$ cat config.mk
export PLATFORM = sky130hd
export DESIGN_NAME = dual_ch_formatter
export DESIGN_NICKNAME = d
export VERILOG_FILES = /design/src/rtl/dcf_pkg.sv /design/src/rtl/dcf_mode_seq.sv /design/src/rtl/dcf_clk2x.sv /design/src/rtl/dcf_word_reg.sv /design/src/rtl/dual_ch_formatter.sv
export SDC_FILE = /design/constraint.sdc
export NUM_CORES = 1
export LEC_CHECK = 0
export ABC_AREA = 0
export BUFFER_PORTS_ARGS = -buffer_cell sky130_fd_sc_hd__buf_4
export CORE_ASPECT_RATIO = 1.25
export CORE_MARGIN = 2
export CORE_UTILIZATION = 45
export CTS_BUF_LIST = sky130_fd_sc_hd__clkbuf_8
export DETAILED_ROUTE_END_ITERATION = 6
export PLACE_DENSITY = 0.8
export SETUP_SLACK_MARGIN = 0.2
export SYNTH_ARGS = -nofsm -noshare
export SYNTH_HDL_FRONTEND = slang
export SYNTH_SLANG_ARGS = --single-unit
$ cat constraint.sdc
create_clock -name clk -period 1.12 [get_ports clk]
set_input_delay 0.168 -clock clk [delete_from_list [all_inputs] [get_ports clk]]
set_output_delay 0.168 -clock clk [all_outputs]
set_load 0.03 [all_outputs]
$ cat src/rtl/dcf_pkg.sv
package dcf_pkg;

  // Mode code is {sel_a, sel_b}
  typedef enum logic [1:0] {
    MODE_OFF = 2'b00,
    MODE_B   = 2'b01,
    MODE_A   = 2'b10,
    MODE_DIV = 2'b11
  } fmt_mode_e;

  function automatic fmt_mode_e mode_decode(input logic a, input logic b);
    return fmt_mode_e'({a, b});
  endfunction

  // Channel flag for a sample: 0 = A, 1 = B. seq is the diversity turn.
  function automatic logic pick_chan(input fmt_mode_e m, input logic seq);
    case (m)
      MODE_B:   return 1'b1;
      MODE_DIV: return seq;
      default:  return 1'b0;
    endcase
  endfunction

endpackage

$ cat src/rtl/dcf_mode_seq.sv
module dcf_mode_seq
  import dcf_pkg::*;
(
  input  logic      clk,
  input  logic      rst_n,
  input  logic      sel_a,
  input  logic      sel_b,
  input  logic      smp_valid,
  output logic      accept,
  output logic      mode_chg,
  output fmt_mode_e mode_cur,
  output logic      chan_flag,
  output logic      seq_b
);

  fmt_mode_e mode_q;
  logic      turn;

  assign mode_cur  = mode_decode(sel_a, sel_b);
  assign mode_chg  = (mode_cur != mode_q);
  assign accept    = smp_valid && (mode_cur != MODE_OFF);
  // A select change restarts the diversity turn on channel A
  assign turn      = mode_chg ? 1'b0 : seq_b;
  assign chan_flag = pick_chan(mode_cur, turn);

  always_ff @(posedge clk or negedge rst_n) begin
    if (!rst_n) begin
      mode_q <= MODE_OFF;
      seq_b  <= 1'b0;
    end else begin
      mode_q <= mode_cur;
      if (accept)
        seq_b <= (mode_cur == MODE_DIV) ? ~chan_flag : 1'b0;
      else if (mode_chg)
        seq_b <= 1'b0;
    end
  end

endmodule

$ cat src/rtl/dcf_clk2x.sv
module dcf_clk2x #(
  parameter int QTR = 1
) (
  input  logic clk,
  input  logic rst_n,
  input  logic sync,
  output logic clk2x_out
);

  localparam int SUB_W = (QTR > 1) ? $clog2(QTR) : 1;
  localparam logic [SUB_W-1:0] SUB_LAST = SUB_W'(QTR - 1);

  logic [SUB_W-1:0] sub_q, sub_d;
  logic [1:0]       qtr_q, qtr_d;

  always_comb begin
    if (sync) begin
      sub_d = '0;
      qtr_d = 2'd0;
    end else if (sub_q == SUB_LAST) begin
      sub_d = '0;
      qtr_d = qtr_q + 2'd1;
    end else begin
      sub_d = sub_q + SUB_W'(1);
      qtr_d = qtr_q;
    end
  end

  always_ff @(posedge clk or negedge rst_n) begin
    if (!rst_n) begin
      sub_q     <= '0;
      qtr_q     <= 2'd0;
      clk2x_out <= 1'b0;
    end else begin
      sub_q     <= sub_d;
      qtr_q     <= qtr_d;
      clk2x_out <= qtr_d[0];
    end
  end

endmodule

$ cat src/rtl/dcf_word_reg.sv
module dcf_word_reg #(
  parameter int DW = 11,
  parameter int RW = 3
) (
  input  logic          clk,
  input  logic          rst_n,
  input  logic          load,
  input  logic [DW-1:0] d_in,
  input  logic [RW-1:0] r_in,
  input  logic          f_in,
  output logic [DW-1:0] d_out,
  output logic [RW-1:0] r_out,
  output logic          f_out
);

  always_ff @(posedge clk or negedge rst_n) begin
    if (!rst_n) begin
      d_out <= '0;
      r_out <= '0;
      f_out <= 1'b0;
    end else if (load) begin
      d_out <= d_in;
      r_out <= r_in;
      f_out <= f_in;
    end
  end

endmodule

$ cat src/rtl/dual_ch_formatter.sv
module dual_ch_formatter
  import dcf_pkg::*;
#(
  parameter int DW  = 11,
  parameter int RW  = 3,
  parameter int QTR = 1
) (
  input  logic          clk,
  input  logic          rst_n,
  input  logic          sel_a,
  input  logic          sel_b,
  input  logic          smp_valid,
  input  logic [DW-1:0] smp_data,
  input  logic [RW-1:0] smp_range,
  output logic [DW-1:0] out_data,
  output logic [RW-1:0] out_range,
  output logic          out_chan_b,
  output logic          clk2x_out
);

  // Internal events made visible for the checker
  logic      accept_w;
  logic      mode_chg_w;
  fmt_mode_e mode_w;
  logic      flag_w;
  logic      seq_b_w;
  logic      div_w;
  logic      off_w;

  assign div_w = (mode_w == MODE_DIV);
  assign off_w = (mode_w == MODE_OFF);

  dcf_mode_seq u_seq (
    .clk       (clk),
    .rst_n     (rst_n),
    .sel_a     (sel_a),
    .sel_b     (sel_b),
    .smp_valid (smp_valid),
    .accept    (accept_w),
    .mode_chg  (mode_chg_w),
    .mode_cur  (mode_w),
    .chan_flag (flag_w),
    .seq_b     (seq_b_w)
  );

  dcf_word_reg #(.DW(DW), .RW(RW)) u_word (
    .clk   (clk),
    .rst_n (rst_n),
    .load  (accept_w),
    .d_in  (smp_data),
    .r_in  (smp_range),
    .f_in  (flag_w),
    .d_out (out_data),
    .r_out (out_range),
    .f_out (out_chan_b)
  );

  dcf_clk2x #(.QTR(QTR)) u_ck (
    .clk       (clk),
    .rst_n     (rst_n),
    .sync      (accept_w),
    .clk2x_out (clk2x_out)
  );

endmodule

-- Yosys cells after proc, flatten, opt, wreduce, memory -nomap -nowiden
Cells that the tools add are included.
- bits in registers: 21
- output and inout port bits: 16
- add/sub/neg operators: 2
- eq/ne operators: 4
- multiplexer cells: 8
- bitwise logic cells: 1
- reductions and logical operators: 2
- operators with widths (operator ; count):
    2-to-1 mux 1 bit ; 5
    2-to-1 mux 2 bit ; 2
    adder 2 x 1 -> 2 bit, second input constant ; 1
    == test 2 x 1 -> 1 bit, second input constant ; 1
    == test 2 bit, second input constant ; 1
    inequality test 2 bit ; 1
    inequality test 2 bit, second input constant ; 1
    one-hot mux 1 bit (2 select lines) ; 1
    nonzero test 2 bit ; 1
    adder 1 bit, second input constant ; 1
    logical AND 1 bit ; 1
    inverter 1 bit ; 1

-- Longest topological paths before layout
Gate-level depths: netlist of run 1.
- word-level depth: 6
- gate-level depth with buffers: 4
- gate-level depth less buffers: 3

-- Modules after synthesis
A second synthesis of run 1 with hierarchy kept.
- cell total of the unflattened synthesis: 50
- area total of the unflattened synthesis: 812.0 um^2
- modules (own cells, without submodules) (module ; instances ; cells an instance ; area each (um^2) ; sequential area each (um^2)):
    dcf_word_reg ; 1 ; 32 ; 613.1 ; 375.4
    dcf_mode_seq ; 1 ; 16 ; 170.2 ; 75.1
    dcf_clk2x ; 1 ; 2 ; 28.8 ; 25.0

-- Worst setup path after synthesis of run 1
Ideal clock, no wire load.
- kind: input to register
- from: input port sel_b
- to: register u_word.d_out[0]
- arrival time: 954 ps
- required time: 995 ps
- path slack: 40 ps
- stages on the path: 4
- cell sequence: buf_6 -> o21ai_4 -> buf_6 -> mux2_4
- longest elaborated chain between the ends: 2
- ends and longest elaborated chain (item ; line ; RTL):
    start: declaration ; dual_ch_formatter.sv:11 ; input logic sel_b,
    nonzero test 2 bit ; dcf_mode_seq.sv:21 ; assign accept = smp_valid && (mode_cur != MODE_OFF);
    logical AND 1 bit ; dcf_mode_seq.sv:21 ;
    end signal: assignment ; dcf_word_reg.sv:22 ; d_out <= d_in;
    end: declaration ; dcf_word_reg.sv:11 ; output logic [DW-1:0] d_out,
No other way between the ends.
A chain may end at the register's enable or synchronous reset.

-- Final worst setup path of run 1
- from: register u_seq.mode_q[0]
- to: register u_seq.seq_b
- longest elaborated chain between the ends: 6
- ends and longest elaborated chain (item ; line ; RTL):
    start: declaration ; dcf_mode_seq.sv:16 ; fmt_mode_e mode_q;
    start signal: assignment ; dcf_mode_seq.sv:31 ; mode_q <= mode_cur;
    inequality test 2 bit * ; dcf_mode_seq.sv:20 ; assign mode_chg = (mode_cur != mode_q);
    2-to-1 mux 1 bit * ; dcf_mode_seq.sv:23 ; assign turn = mode_chg ? 1'b0 : seq_b;
    one-hot mux 1 bit (2 select lines) ; dcf_pkg.sv:17 ; case (m)
    inverter 1 bit ; dcf_mode_seq.sv:33 ; seq_b <= (mode_cur == MODE_DIV) ? ~chan_flag : 1'b0;
    2-to-1 mux 1 bit ; dcf_mode_seq.sv:33 ;
    2-to-1 mux 1 bit * ; dcf_mode_seq.sv:32 ; if (accept)
    end signal: assignment ; dcf_mode_seq.sv:33 ;
    end: declaration ; dcf_mode_seq.sv:13 ; output logic seq_b
Every way passes the cells marked *; elsewhere a longest branch is shown, timed or not.

==> key figures, run 1 <==
Place
  – Post-DP HPWL: approximately 1.1 mm
  – GPL Wtd Cong: about 0.7
  – Placed cells: 100
  – Post-DP Area: about 1100 µm²
  – # port buffers: 34

Logic synthesis
  – Number of synthesized flops with an enable pin: 0
  – Compound-Gate Fraction of Synth Area: 0.0587
  – Most instantiated library cell after synthesis: dfrtp_1
  – Post-synthesis cell area: slightly below 800 µm²
  – Distinct cells, synth: 17
  – Yosys top cell area share: 0.603
  – Simple-Gate Fraction of Synth Area: 0.0508
  – Mux contribution to synthesized area: 0.243
  – Largest family of logic cells by synthesized area: multiplexers
  – Yosys reg bits: 19
  – Post-synth top flop: dfrtp_1
  – Synth Warn #: 0
  – Seq/Total Area, Yosys: 0.603
  – Syn_nets: 68
  – Post-Synth XOR/XNOR Area: 0.0111
  – Synth area leader: dfrtp_1
  – Main area contributors after synthesis: dfrtp_1, mux2_4, mux2_2
  – Mean Syn Cell Area: between 15 and 20 µm²
  – Mapped Cells: just under 50
  – Post-synth top cells: dfrtp_1, mux2_4, mux2_2
  – Fraction of registers with async set/reset: 1.00
  – Post-Synth Adder-Cell Area: 0

Die
  – Ports: 35
  – Site Rows: 16
  – Starting density of the core: 0.492
  – Die Footprint: approximately 2100 µm²
  – Placeable Area: about 1600 µm²
  – Die H: 50.8 µm
  – Die X: slightly above 40 µm

Clock tree
  – Clk sink count: 19
  – Htree depth: 1
  – Root Buffer: clkbuf_8
  – Worst-Skew Late Latency: between 200 and 300 ps
  – CTS clock-pin slew for the worst setup and hold paths: 70 ps
  – Maximum clock path buffer count: 2
  – CTS tree: built
  – Total CTS buffers: 3

Cells and area
  – Fillcell total: 107
  – Final Instance Count excl. Fillers: 108
  – Post-layout util: 0.773
  – Area grow syn2layout: 57.0%
  – ANT cells: 0
  – Final instance area: around 1200 µm²
  – Share of cells above drive strength 1: 0.689
  – Final #Nets: 110

GRT
  – Global-route wire length before repair: roughly 2.8 mm
  – Total GRT Usage: 0.179
  – Gr ovfl total: 0
  – Vias in the first global route: between 600 and 700
  – Largest net degree at the start of global routing: 20
  – Initial antenna violation count: 0

Run
  – Max-cap viol count: 0

STA
  – Final WS setup: -40.1 ps
  – Unrepaired setup endpoints after global routing: true
  – Setup Skew: ~5.2 ps
  – Final setup viols: 1
  – Period utilisation layout: 1.04
  – Fin Setup TNS: -40.1 ps
  – Fmax: 862 MHz
  – Shortest period the worst path allows: about 1200 ps
  – Worst slew pin tran: between 300 and 400 ps
  – Final hold vios: 0
  – Max Slew Vio Count: 0
  – Relative slew margins: 0.747

Critical path
  – Kind of critical path: flip-flop to flip-flop
  – WP data arrival: roughly 1300 ps
  – CP Capture Type: flip-flop
  – Critical Path Source Type: flip-flop
  – Required time worst endpoint: ~1300 ps
  – Largest fanout on the critical path: 5

Routing
  – Routed wire length: between 1.5 and 2 mm
  – Initial DRC count: 6
  – DRC: 0
  – Final ANT Viol Nets: 0
  – Via/cell ratio: slightly above 5
  – Routed WL per cell: 16.5 µm
  – Drt first pass iters: 4
  – Via count: roughly 560

Power
  – PwrDens: 1520 nW/µm²
  – Pleak: ~0.59 nW
  – Worst IR drop on VDD: 0.932 mV
  – Total power: 0.00188 W

Status
  – Outcome: complete, but fails checks
  – Failing checks: setup timing

Min path
  – Hold Crit Class: input pin to flip-flop
[metrics by stage]
stage,hold slack [ps],worst slack [ps]
6_report,114,-40.1
5_1_grt,107,-156
4_1_cts,93.9,71.2
3_5_place_dp,53.8,-13.8
3_3_place_gp,49.7,15.7
2_1_floorplan,-128,43.5
[worst max-delay path, stage by stage, from the launching register on]
cell and delay, ps:
dfrtp_2 440, nor4bb_1 410, a311oi_2 80, o21ai_1 150
[power by group]
part	switching [W]	leakage [nW]	total, W	internal, W
registers	0.0000696	0.223	0.000838	0.000768
logic	0.000271	0.343	0.000582	0.000311
clock network	0.000217	0.0255	0.000464	0.000247
total	0.000558	0.592	0.00188	0.00133
[kinds of logic (layout without fill, tap and decap cells)]
family / after synthesis / after routing
AO/OA/AOI/OAI: 6 / 6
XOR/XNOR: 1 / 1
AND/OR/NAND/NOR: 6 / 6
buffers and inverters: 3 / 44
multiplexers: 14 / 14
flip-flops: 19 / 19
[worst paths after layout]
| path | from | to | slack [ps] | cells past startpoint |
|---|---|---|---|---|
| setup / recovery | u_seq.mode_q[0]$_DFF_PN0_ | u_seq.seq_b$_DFF_PN0_ | -40 | 3 |
| hold / removal | sel_a | u_seq.mode_q[1]$_DFF_PN0_ | 110 | 1 |
| setup reg to reg | u_seq.mode_q[0]$_DFF_PN0_ | u_seq.seq_b$_DFF_PN0_ | -40 | 3 |
| hold reg to reg | u_ck.clk2x_out$_DFF_PN0_ | u_ck.clk2x_out$_DFF_PN0_ | 470 | 1 |
| max in group asynchronous | rst_n | u_seq.mode_q[1]$_DFF_PN0_ | 560 | 2 |
| min in group asynchronous | rst_n | u_word.d_out[9]$_DFFE_PN0P_ | 330 | 2 |
[layout make-up]
cell class                      count  area, µm²  area share
Sequential cell                    19        478       0.386
Timing Repair Buffer               39        372       0.300
Multi-Input combinational cell     27        315       0.255
Clock buffer                        3       41.3      0.0334
Tap cell                           18       22.5      0.0182
Clock inverter                      1       5.00     0.00404
Inverter                            1       3.75     0.00303
[state kept, by name (all words and copies together) (netlist names)]
register and flops:
u_ck.clk2x_out 1, u_seq.mode_q 2, u_seq.seq_b 1, u_word.d_out 11, u_word.f_out 1, u_word.r_out 3
[timing repair]
action / 4_1_cts / 5_1_grt
hold buffers: 1 / 0
setup endpoints to repair: 17 / 18
resized for setup: 17 / 6
pin swaps: 1 / 2
endpoints found under the hold margin: 19 / 0
buffers inserted: 3 / 0
[cell usage in the layout (no fill, tap or decap)]
cell	Yosys	layout
nand4_1	2	2
nor2b_1	1	1
xnor2_2	0	1
nand3_1	1	1
dfrtp_1	19	17
inv_1	1	1
clkinv_2	0	1
mux2_2	5	5
buf_12	0	1
clkbuf_8	0	3
a21oi_1	1	1
dfrtp_2	0	2
nor4_4	0	1
a311oi_2	0	1
o21ai_0	1	1
buf_4	0	20
a31oi_1	1	1
o21ai_4	1	1
nor4bb_1	1	1
mux2_4	9	9
dlygate4sd3_1	0	1
buf_6	2	17
o21ai_1	1	1
[layer usage]
metal / vias to the layer above / global-route usage / share of wire
li1: 257 / - / -
met1: 277 / 0.231 / 0.40
met2: 23 / 0.276 / 0.53
met3: 2 / 0.0540 / 0.068
met4: 0 / 0.0806 / 0.0068
met5: - / 0 / 0
(Power assumes the default switching activity.)
==> inputs of run 2 (changes only) <==
- SKIP_CTS_REPAIR_TIMING: not set -> 1
==> run 2 against run 1 <==
  * Hold slack improved by 14 ps
  * Highest routed layer unchanged
  * Critical endpoint unchanged
  * The flow now finishes without violations
  * First-iteration DRC count fell by 17%
  * Non-clock buffer count grew 2
  * Combinational power rose by 3%
  * Global-route usage fell by 2.4 points
  * Clock power grew 1%
  * Via count rose by 3.8%
  * Sequential power is essentially flat
  * Setup slack improved by 99 ps
  * Count of clock-buffer cells in the layout is the same
  * Core utilization increased by 1.6 points
  * Clock skew is 1.6 ps higher
  * Largest power group unchanged
==> key figures, run 2 (same netlist as run 1, synthesis figures left out) <==
Status
  – Outcome: finished clean

Clock tree
  – Htree depth: 1
  – CTS tree: built
  – Maximum clock path buffer count: 2
  – CTS clock-pin slew for the worst setup and hold paths: roughly 70 ps
  – Worst-Skew Late Latency: around 250 ps
  – Clk sink count: 19
  – Total CTS buffers: 3
  – Root Buffer: clkbuf_8

Cells and area
  – Most frequent cells in the layout: buf_4, dfrtp_1, buf_6, mux2_4, mux2_2
  – Final #Nets: about 110
  – Largest register FFs: 11
  – Regs by FF count: u_word.d_out (11), u_word.r_out (3), u_seq.mode_q (2)
  – Area grow syn2layout: 60.3%
  – Final instance area: about 1300 µm²
  – Post-layout util: 0.789
  – Reg with most FFs: u_word.d_out
  – Commonest non-fill, non-tap cell in the layout: buf_4
  – Fillcell total: 99
  – Final Instance Count excl. Fillers: 110
  – ANT cells: 0
  – Share of cells above drive strength 1: 0.707

GRT
  – Vias in the first global route: ~530
  – Global-route wire length before repair: around 2.4 mm
  – Initial antenna violation count: 0
  – Gr ovfl total: 0
  – Total GRT Usage: 0.154
  – Largest net degree at the start of global routing: 20

STA
  – Unrepaired setup endpoints after global routing: true
  – Worst slew pin tran: approximately 260 ps
  – Hold WS: around 130 ps
  – Period utilisation layout: 0.947
  – Setup Skew: between 6 and 7 ps
  – Fmax: between 900 and 1000 MHz
  – Shortest period the worst path allows: roughly 1100 ps
  – Max Slew Vio Count: 0
  – Relative slew margins: 0.829
  – Final setup viols: 0
  – Final hold vios: 0

Critical path
  – CP Capture Type: flip-flop
  – Largest fanout on the critical path: 5
  – Kind of critical path: flip-flop to flip-flop
  – Required time worst endpoint: ~1300 ps
  – WP data arrival: 1190 ps
  – Critical Path Source Type: flip-flop

Place
  – # port buffers: 34
  – Placed cells: 100
  – Post-DP Area: 1060 µm²
  – Post-DP HPWL: 1.09 mm
  – GPL Wtd Cong: between 0.7 and 0.8

Routing
  – Drt first pass iters: 4
  – Via count: 580
  – Via/cell ratio: around 5.3
  – Final ANT Viol Nets: 0
  – DRC: 0
  – Initial DRC count: 5
  – Routed WL per cell: about 16 µm
  – Routed wire length: 1.81 mm

Power
  – PwrDens: approximately 1500 nW/µm²
  – Internal power: 0.00134 W
  – Clk network pwr share: 0.246
  – Net Sw Frac: 0.299
  – Seq pwr share: 0.440
  – Pleak: about 0.6 nW
  – Comb power frac: 0.315
  – Total power: ~0.0019 W
  – Worst IR drop on VDD: 0.849 mV
  – P_sw: approximately 0.00057 W

Die
  – Die X: 41.4 µm
  – Ports: 35
  – Site Rows: 16
  – Placeable Area: between 1500 and 2000 µm²
  – Die Footprint: between 2000 and 2500 µm²
  – Starting density of the core: 0.492
  – Die H: 50.8 µm

Min path
  – Hold Crit Class: input pin to flip-flop

Run
  – Max-cap viol count: 0
==> run 2: cell types whose count changed in the layout (fill, tap and decap cells not counted) <==
cell,delta
o21ai_0,-1
nor4bb_1,-1
o21ai_1,+1
buf_6,-1
nor4bb_4,+1
buf_4,+3
==> run 2: metal layers <==
| metal | GRT usage | up-vias | share of wire |
|---|---|---|---|
| met5 | 0 | - | 0 |
| met4 | 0.0806 | 0 | 0.015 |
| met3 | 0.0468 | 4 | 0.053 |
| met2 | 0.224 | 25 | 0.52 |
| met1 | 0.207 | 288 | 0.41 |
| li1 | - | 263 | - |
==> run 2: stage by stage <==
step,setup slack (ps),TNS [ps]
floorplan,43.5,0
global placement,15.7,0
detailed placement,-13.8,-56.5
CTS,10.6,0
global route,-43.9,-43.9
finish,58.8,0
==> run 2: worst max-delay path, stage by stage, from the launching register on <==
cell and delay [ps]:
dfrtp_2 460, nor4bb_4 180, a311oi_2 200, o21ai_1 100
==> run 2: worst paths after layout <==
kind / from / slack [ps] / end / cells past startpoint
worst min register to register: u_ck.clk2x_out$_DFF_PN0_ / 470 / u_ck.clk2x_out$_DFF_PN0_ / 1
worst max register to register: u_seq.mode_q[0]$_DFF_PN0_ / 60 / u_seq.seq_b$_DFF_PN0_ / 3
worst max-delay path: u_seq.mode_q[0]$_DFF_PN0_ / 60 / u_seq.seq_b$_DFF_PN0_ / 3
max in group asynchronous: rst_n / 590 / u_seq.mode_q[1]$_DFF_PN0_ / 2
min in group asynchronous: rst_n / 310 / u_word.d_out[9]$_DFFE_PN0P_ / 2
worst min-delay path: sel_a / 130 / u_seq.mode_q[1]$_DFF_PN0_ / 1
==> run 2: area by class of cell <==
cell class	count	area (µm²)	share of cell area
clock buffers	3	41.3	0.0327
clock inverters	1	5.00	0.00396
inverters	1	3.75	0.00297
multi-input cells	27	330	0.261
flip-flops and latches	19	478	0.378
well taps	18	22.5	0.0178
repair buffers	41	383	0.303
==> run 2: power by group through the flow <==
stage	clock network (W)	registers [W]	logic [W]
final	0.000469	0.000838	0.000600
after global routing	0.000505	0.000847	0.000628
after CTS	0.000472	0.000816	0.000501
after detailed placement	0	0.000824	0.000503
after global placement	0	0.000827	0.000490
after floorplan	0	0.000974	0.000139
==> inputs of run 3 (changes only) <==
- BUFFER_PORTS_ARGS: -buffer_cell sky130_fd_sc_hd__buf_4 -> not set
- DONT_BUFFER_PORTS: not set -> 1
- PLACE_DENSITY: 0.8 -> 0.63
==> run 3 against run 2 <==
  * The run now ends with hold timing left
  * Count of clock-buffer cells in the layout is the same
  * Sequential share of layout area up 5.8 points
  * Fmax grew 0.50%
  * Total power is 5.0% lower
  * Sequential cell count unchanged
  * Setup slack gained 5.3 ps
  * Non-clock buffer count down 15
  * Global-route usage rose by 0.41 points
  * Hold slack got worse by 520 ps
  * Critical path depth stayed put
  * Cell area down 13%
  * Critical path type unchanged
  * Largest power group unchanged
==> key figures, run 3 (same netlist as run 1, synthesis figures left out) <==
Routing
  – Via count: 514
  – Via/cell ratio: approximately 5.4
  – Routed wire length: between 1.5 and 2 mm
  – Drt first pass iters: 2
  – Initial DRC count: 3
  – Routed WL per cell: 17.4 µm
  – Final ANT Viol Nets: 0
  – DRC: 0

Clock tree
  – Root Buffer: clkbuf_8
  – Worst-Skew Late Latency: around 250 ps
  – CTS tree: built
  – Clk sink count: 19
  – Htree depth: 1
  – Total CTS buffers: 3
  – CTS clock-pin slew for the worst setup and hold paths: roughly 70 ps
  – Maximum clock path buffer count: 2

Critical path
  – Largest fanout on the critical path: 5
  – Worst-path cell chain: xnor2_1 -> a311oi_1 -> o21ai_1
  – Family with the most delay on the worst path: flip-flops
  – Kind of critical path: flip-flop to flip-flop
  – Slowest CP cell: dfrtp_2
  – Reg2reg end: u_seq.seq_b$_DFF_PN0_
  – Reg-to-Reg Start: u_seq.mode_q[0]$_DFF_PN0_
  – Required time worst endpoint: 1250 ps
  – Critical Path Source Type: flip-flop
  – CP Capture Type: flip-flop
  – R2R depth: 3
  – Buf+Inv Stages, Crit Path: 0
  – Flop2flop setup slack: roughly 64 ps
  – Critical Path Max Stage Delay: approximately 440 ps
  – WP data arrival: between 1000 and 1500 ps

STA
  – Setup Skew: 1.84 ps
  – Fmax: ~950 MHz
  – Hold WS: -395 ps
  – Final setup viols: 0
  – Relative slew margins: 0.836
  – Period utilisation layout: 0.943
  – Worst slew pin tran: 244 ps
  – Shortest period the worst path allows: approximately 1100 ps
  – Fin Setup TNS: 0 ps
  – Max Slew Vio Count: 0
  – Final hold vios: 19
  – Unrepaired setup endpoints after global routing: true

Cells and area
  – Regs by FF count: u_word.d_out (11), u_word.r_out (3), u_seq.mode_q (2)
  – Area grow syn2layout: 39.2%
  – Largest register FFs: 11
  – ANT cells: 0
  – Reg with most FFs: u_word.d_out
  – Final #Nets: 97
  – Fillcell total: around 130
  – Post-layout util: 0.685
  – Share of cells above drive strength 1: 0.610
  – Most frequent cells in the layout: dfrtp_1, buf_6, buf_4, mux2_4, mux2_2
  – Commonest non-fill, non-tap cell in the layout: dfrtp_1

Die
  – Starting density of the core: 0.492
  – Die H: 50.8 µm
  – Die X: a little over 40 µm
  – Ports: 35
  – Die Footprint: around 2100 µm²
  – Placeable Area: between 1500 and 2000 µm²
  – Site Rows: 16

Run
  – Max-cap viol count: 0

GRT
  – Initial antenna violation count: 0
  – Busiest layer in global routing: met2
  – Largest net degree at the start of global routing: 20
  – Vias in the first global route: roughly 510
  – Gr ovfl total: 0
  – Global Route met2 Usage: 0.289
  – Total GRT Usage: 0.158
  – GR Util met1: 0.165
  – Global-route wire length before repair: around 2.4 mm
  – Met3 Use GR: 0.0396

Place
  – Post-DP HPWL: approximately 1.2 mm
  – # port buffers: 0
  – GPL Wtd Cong: 0.808

Status
  – Outcome: complete, but fails checks
  – Failing checks: hold timing

Power
  – Pleak: approximately 0.51 nW
  – Worst IR drop on VDD: about 1.3 mV
  – PwrDens: approximately 1700 nW/µm²

Min path
  – Hold Crit Class: input pin to asynchronous set/reset pin
run 3: how the worst max path moves through the flow:
stage                     depth (start not counted)  slack [ps]                 startpoint                           to
final                                             3          60  u_seq.mode_q[0]$_DFF_PN0_        u_seq.seq_b$_DFF_PN0_
after global routing                              3          30  u_seq.mode_q[1]$_DFF_PN0_        u_seq.seq_b$_DFF_PN0_
after global placement                            3         130  u_seq.mode_q[1]$_DFF_PN0_        u_seq.seq_b$_DFF_PN0_
after floorplan                                   4          40                      sel_b  u_word.d_out[0]$_DFFE_PN0P_
after detailed placement                          3          60  u_seq.mode_q[1]$_DFF_PN0_        u_seq.seq_b$_DFF_PN0_
after CTS                                         3          30  u_seq.mode_q[1]$_DFF_PN0_        u_seq.seq_b$_DFF_PN0_
run 3: through the flow:
step	worst slack [ps]	cell area (µm²)	hold slack [ps]	cells	power, W
2_1_floorplan	43.5	792	-128	49	0.00111
3_3_place_gp	127	908	-127	81	0.00123
3_5_place_dp	55.5	908	-127	81	0.00125
4_1_cts	33.1	955	-401	85	0.00171
5_1_grt	26.2	1100	-412	95	0.00189
6_report	64.1	1100	-395	95	0.00181
run 3: cell type report:
class,instances,area [µm²],share of cell area
Timing Repair Buffer,26,253,0.230
Clock buffer,3,41.3,0.0376
Sequential cell,19,479,0.437
Clock inverter,1,5.00,0.00456
Inverter,1,3.75,0.00342
Tap cell,18,22.5,0.0205
Multi-Input combinational cell,27,293,0.267
run 3: power by group:
| group | switching [W] | internal, W |
|---|---|---|
| Combinational | 0.000225 | 0.000278 |
| Sequential | 0.0000786 | 0.000770 |
| Clock | 0.000215 | 0.000247 |
| Total | 0.000518 | 0.00129 |
run 3: routing by layer:
metal / vias to the layer above / share of wire
li1: 232 / -
met1: 253 / 0.36
met2: 25 / 0.56
met3: 4 / 0.061
met4: 0 / 0.016
met5: - / 0
